**src/rtl/divstep_pkg.sv**
```systemverilog
package divstep_pkg;

   // Operation chosen for the coming clock edge.
   typedef enum logic [1:0] {
      OP_HOLD = 2'd0,
      OP_LOAD = 2'd1,
      OP_SIGN = 2'd2,
      OP_COND = 2'd3
   } divstep_op_e;

   // Adder build variants.
   localparam int ADDSUB_SHARED = 0;  // one adder, divisor inverted on subtract
   localparam int ADDSUB_DUAL   = 1;  // separate adder and subtractor, muxed

endpackage

```
**src/rtl/divstep_decode.sv**
```systemverilog
module divstep_decode
   import divstep_pkg::*;
(
   input  logic        ld_en,
   input  logic        step_en,
   input  logic        step_sign,
   output divstep_op_e op
);

   always_comb begin
      if (ld_en)
         op = OP_LOAD;
      else if (step_en && step_sign)
         op = OP_SIGN;
      else if (step_en)
         op = OP_COND;
      else
         op = OP_HOLD;
   end

endmodule

```
**src/rtl/divstep_addsub.sv**
```systemverilog
module divstep_addsub
   import divstep_pkg::*;
#(
   parameter int DATA_W = 16,
   parameter int IMPL   = ADDSUB_SHARED
) (
   input  logic [DATA_W-1:0] upper,
   input  logic [DATA_W-1:0] divisor,
   input  logic              add_sel,   // 1: add, 0: subtract
   output logic [DATA_W-1:0] result,
   output logic              flag_next
);

   localparam int MSB = DATA_W - 1;

   generate
      if (IMPL == ADDSUB_SHARED) begin : g_shared
         logic [DATA_W-1:0] operand_b;
         logic [DATA_W-1:0] carry_in;
         always_comb begin
            operand_b = add_sel ? divisor : ~divisor;
            carry_in  = {{(DATA_W-1){1'b0}}, ~add_sel};
            result    = upper + operand_b + carry_in;
         end
      end else begin : g_dual
         logic [DATA_W-1:0] sum_w;
         logic [DATA_W-1:0] dif_w;
         always_comb begin
            sum_w  = upper + divisor;
            dif_w  = upper - divisor;
            result = add_sel ? sum_w : dif_w;
         end
      end
   endgenerate

   assign flag_next = divisor[MSB] ^ result[MSB];

endmodule

```
**src/rtl/divstep_shift.sv**
```systemverilog
module divstep_shift #(
   parameter int DATA_W = 16
) (
   input  logic [DATA_W-1:0] upper_src,
   input  logic [DATA_W-1:0] lower_src,
   input  logic              ins_bit,
   output logic [DATA_W-1:0] upper_next,
   output logic [DATA_W-1:0] lower_next
);

   localparam int MSB = DATA_W - 1;

   assign upper_next = {upper_src[MSB-1:0], lower_src[MSB]};
   assign lower_next = {lower_src[MSB-1:0], ins_bit};

endmodule

```
**src/rtl/divstep_unit.sv**
```systemverilog
module divstep_unit
   import divstep_pkg::*;
#(
   parameter int DATA_W = 16,
   parameter int IMPL   = ADDSUB_SHARED
) (
   input  logic              clk,
   input  logic              rst_n,
   input  logic              ld_en,
   input  logic [DATA_W-1:0] ld_hi,
   input  logic [DATA_W-1:0] ld_lo,
   input  logic              ld_flag,
   input  logic              step_en,
   input  logic              step_sign,
   input  logic [DATA_W-1:0] divisor,
   output logic [DATA_W-1:0] quot,
   output logic [DATA_W-1:0] rem_hi,
   output logic              qflag
);

   localparam int MSB = DATA_W - 1;

   generate
      if (DATA_W < 4) begin : g_bad_width
         $error("divstep_unit: DATA_W must be at least 4");
      end
      if (IMPL != ADDSUB_SHARED && IMPL != ADDSUB_DUAL) begin : g_bad_impl
         $error("divstep_unit: IMPL selects no adder variant");
      end
   endgenerate

   logic [DATA_W-1:0] hi_q, lo_q;
   logic              fl_q;
   divstep_op_e       op;

   logic [DATA_W-1:0] as_result;
   logic              as_flag;
   logic              sign_flag;
   logic [DATA_W-1:0] sh_src, sh_hi, sh_lo;
   logic              sh_ins;

   divstep_decode u_dec (
      .ld_en     (ld_en),
      .step_en   (step_en),
      .step_sign (step_sign),
      .op        (op)
   );

   divstep_addsub #(.DATA_W(DATA_W), .IMPL(IMPL)) u_as (
      .upper     (hi_q),
      .divisor   (divisor),
      .add_sel   (fl_q),
      .result    (as_result),
      .flag_next (as_flag)
   );

   assign sign_flag = divisor[MSB] ^ hi_q[MSB];

   always_comb begin
      if (op == OP_SIGN) begin
         sh_src = hi_q;
         sh_ins = sign_flag;
      end else begin
         sh_src = as_result;
         sh_ins = ~as_flag;
      end
   end

   divstep_shift #(.DATA_W(DATA_W)) u_sh (
      .upper_src  (sh_src),
      .lower_src  (lo_q),
      .ins_bit    (sh_ins),
      .upper_next (sh_hi),
      .lower_next (sh_lo)
   );

   always_ff @(posedge clk or negedge rst_n) begin
      if (!rst_n) begin
         hi_q <= '0;
         lo_q <= '0;
         fl_q <= 1'b0;
      end else begin
         unique case (op)
            OP_LOAD: begin
               hi_q <= ld_hi;
               lo_q <= ld_lo;
               fl_q <= ld_flag;
            end
            OP_SIGN: begin
               hi_q <= sh_hi;
               lo_q <= sh_lo;
               fl_q <= sign_flag;
            end
            OP_COND: begin
               hi_q <= sh_hi;
               lo_q <= sh_lo;
               fl_q <= as_flag;
            end
            default: ;
         endcase
      end
   end

   assign quot   = lo_q;
   assign rem_hi = hi_q;
   assign qflag  = fl_q;

endmodule

```
**config.mk**
```make
export PLATFORM = sky130hd
export DESIGN_NAME = divstep_unit
export DESIGN_NICKNAME = d
export VERILOG_FILES = /design/src/rtl/divstep_pkg.sv /design/src/rtl/divstep_decode.sv /design/src/rtl/divstep_addsub.sv /design/src/rtl/divstep_shift.sv /design/src/rtl/divstep_unit.sv
export SDC_FILE = /design/constraint.sdc
export NUM_CORES = 1
export LEC_CHECK = 0
export BUFFER_PORTS_ARGS = -buffer_cell sky130_fd_sc_hd__buf_4
export CORE_AREA = 5 5 92 94
export CTS_CLUSTER_SIZE = 12
export DETAILED_ROUTE_END_ITERATION = 10
export DIE_AREA = 0 0 97 99
export GPL_ROUTABILITY_DRIVEN = 1
export SETUP_SLACK_MARGIN = 0.1
export SYNTH_ARGS = -nofsm -noshare
export SYNTH_HDL_FRONTEND = slang
export SYNTH_HIERARCHICAL = 1
export SYNTH_SLANG_ARGS = --single-unit
```
**constraint.sdc**
```tcl
create_clock -name clk -period 3.63 [get_ports clk]
set_input_delay 0.1815 -clock clk [delete_from_list [all_inputs] [get_ports clk]]
set_output_delay 0.1815 -clock clk [all_outputs]
set_load 0.01 [all_outputs]
```
==> qor.json <==
{
  "gr-usage-all-layers": {"value": 0.136},
  "clock_path_buffers": {"value": 2},
  "htree_num_levels": {"value": 2},
  "drtAntennaViolNets": {"value": 0},
  "floorplan.rows": {"value": 32},
  "irDropWorstVdd": {"value": 518, "unit": "µV"},
  "timing.critical_path.max_delay_family": {"value": "compound AO/OA/AOI/OAI gates"},
  "design.core.area": {"value": 0.00757, "unit": "mm²"},
  "netlist_instances": {"value": 301},
  "post_layout_inst_area": {"value": 0.00343, "unit": "mm²"},
  "internal_power": {"value": 1.86, "unit": "mW"},
  "power-per-cell-area": {"value": 922, "unit": "mW/mm²"},
  "pwr-share-comb": {"value": 0.711},
  "clk_latency": {"value": 0.28, "unit": "ns"},
  "yosys_warnings": {"value": 6},
  "switchingPower": {"value": 1.31, "unit": "mW"},
  "report.power.total": {"value": 3.17, "unit": "mW"},
  "clock_slew_at_reported_path_ffs": {"value": 0.08, "unit": "ns"},
  "pin_count_of_the_biggest_net_entering_global_routing": {"value": 35},
  "first_iter_violations": {"value": 34},
  "cts_tree": {"value": "done"},
  "vias": {"value": 2180},
  "place_hpwl": {"value": 4860, "unit": "µm"},
  "hold_violations": {"value": 0},
  "routabilityCongestion": {"value": 0.795},
  "drt-total-wl": {"value": 6430, "unit": "µm"},
  "grt_pass1_wl": {"value": 10800, "unit": "µm"},
  "critical_path_buf_inv_count": {"value": 0},
  "numCtsBuffers": {"value": 5},
  "place.port_buffers": {"value": 86},
  "globalRouteOverflowTotal": {"value": 0},
  "timing_worst_setup_path_type": {"value": "reg2reg"},
  "via_per_inst": {"value": 4.79},
  "slew_headroom": {"value": 0.595},
  "clock-root-buffer": {"value": "clkbuf_8"},
  "timing.final.ws_setup": {"value": 0.712, "unit": "ns"},
  "number_of_global_route_vias_before_repair": {"value": 2176},
  "crit_fanout": {"value": 12},
  "synth_nets": {"value": 371},
  "nNetsFinal": {"value": 422},
  "arrival": {"value": 3.07, "unit": "ns"},
  "max_stage_delay": {"value": 0.73, "unit": "ns"},
  "drc_errors": {"value": 0},
  "relative_contribution_of_the_clock_network_to_total_power": {"value": 0.088},
  "placedInstanceArea": {"value": 0.00334, "unit": "mm²"},
  "outcome": {"value": "finished, final reports clean"},
  "cpMostUsedCell": {"value": "a21oi_1"},
  "final_core_utilization": {"value": 0.454},
  "syn2layout_area_growth": {"value": 19.6, "unit": "%"},
  "mostFrequentLayoutCells": {"value": "buf_4 (90), nand2_1 (41), o21ai_0 (36), dfrtp_1 (33), mux2i_1 (32)"},
  "share_seq_of_total_power": {"value": 0.201},
  "sw_frac_of_total": {"value": 0.414},
  "synth.avg_cell_area": {"value": 9.54, "unit": "µm²"},
  "setup-violations-final": {"value": 0},
  "fin_worst_skew": {"value": 0.00675, "unit": "ns"},
  "maxSlewViolCount": {"value": 0},
  "static-leakage-power": {"value": 1.64, "unit": "nW"},
  "timing.critical_path.from": {"value": "qflag"},
  "crit-reg2reg-launch": {"value": "qflag"},
  "io_pins": {"value": 87},
  "firstDrtPassIters": {"value": 4},
  "placement.setup.worst_slack": {"value": 0.687, "unit": "ns"},
  "actual_slew_at_the_worst_max_slew_pin": {"value": 0.608, "unit": "ns"},
  "die_area": {"value": 0.00960, "unit": "mm²"},
  "worst_path_max_delay_cell": {"value": "dfrtp_1"},
  "final.fill_count": {"value": 750},
  "synth.cell_area": {"value": 0.00287, "unit": "mm²"},
  "hp_class": {"value": "in2reg"},
  "final.min_clock_period": {"value": 2.92, "unit": "ns"},
  "clock_sink_total": {"value": 33},
  "rsz0062_at_grt": {"value": "false"},
  "initial_core_util": {"value": 0.379},
  "worstSetupEndpointType": {"value": "flip-flop"},
  "antenna_cells_inserted": {"value": 0},
  "die-height": {"value": 99, "unit": "µm"},
  "timing.final.crit_share": {"value": 0.804},
  "hold_path_startpoint": {"value": "ld_hi[7]"},
  "wl_per_cell": {"value": 14.1, "unit": "µm"},
  "totalNegativeSetupSlack": {"value": 0, "unit": "ns"},
  "worst_ep_required_time": {"value": 3.79, "unit": "ns"},
  "antenna_violations_before_repair": {"value": 0},
  "crit_chain": {"value": "nand2b_2, and2_1, fa_1, a21oi_1, o21ai_1, a21oi_1, o21bai_1, a21oi_1, xnor2_1, mux2_4, nand2_1, o21ai_0"},
  "maximum_clock_frequency": {"value": 0.343, "unit": "GHz"},
  "fp.dieW": {"value": 97, "unit": "µm"},
  "layout_commonest_cell": {"value": "buf_4"},
  "timing.max_cap.violations": {"value": 0},
  "drive_gt1_frac": {"value": 0.348},
  "post_cts_resize_count": {"value": 0},
  "critical_path.startpoint_type": {"value": "flip-flop"}
}
## worst paths after layout
| kind | end | slack (ns) | cells after the start |
|---|---|---|---|
| hold reg to reg | quot[1] | 0.51 | 2 |
| hold / removal | rem_hi[7] | 0.19 | 3 |
| setup reg to reg | rem_hi[13] | 0.71 | 12 |
| max in group asynchronous | quot[7] | 2.92 | 2 |
| setup / recovery | rem_hi[13] | 0.71 | 12 |
| min in group asynchronous | quot[9] | 0.38 | 2 |
## stage by stage
step	hold WS, ns	std cells
3_3_place_gp	0.164	446
3_5_place_dp	0.170	446
2_1_floorplan	-0.114	301
5_1_grt	0.194	455
4_1_cts	0.184	455
6_report	0.187	455
## layout make-up
class / instances / area (µm²) / share of cell area
Timing Repair Buffer: 91 / 686 / 0.200
Tap cell: 102 / 128 / 0.0372
Clock inverter: 2 / 10.0 / 0.00291
Sequential cell: 33 / 826 / 0.240
Inverter: 6 / 22.5 / 0.00656
Multi-Input combinational cell: 215 / 1690 / 0.492
Clock buffer: 6 / 72.6 / 0.0211
## per-layer routing
layer  wire (µm)  GRT usage
met5           0          0
met4          51     0.0292
met3         424     0.0453
met2        2860      0.209
met1        3100      0.186
## sequential cells by signal, summed over array words and instances (netlist names)
register / flops
qflag: 1
quot: 16
rem_hi: 16
## power by group through the flow
| stage | Combinational [mW] | Sequential (mW) | Clock, mW |
|---|---|---|---|
| final | 2.25 | 0.636 | 0.278 |
| after global routing | 2.49 | 0.664 | 0.299 |
| after CTS | 2.27 | 0.640 | 0.286 |
| after detailed placement | 2.24 | 0.645 | 0 |
| after global placement | 2.23 | 0.646 | 0 |
| after floorplan | 2.22 | 0.640 | 0 |
## worst reg2reg max path, delay by kind of cell (launching register included)
family / cells / cell delay [ns]
AO/OA/AOI/OAI: 6 / 0.97
XOR/XNOR: 1 / 0.08
adder cells (fa/ha/maj): 1 / 0.39
flip-flops: 1 / 0.73
multiplexers: 1 / 0.26
AND/OR/NAND/NOR: 3 / 0.36
## repair_timing
action,CTS,global route
hold buffers,1,0
setup buffers,0,0
endpoints found under the setup margin,0,0
hold endpoints to repair,33,0
Power figures use the tool's default switching activity.
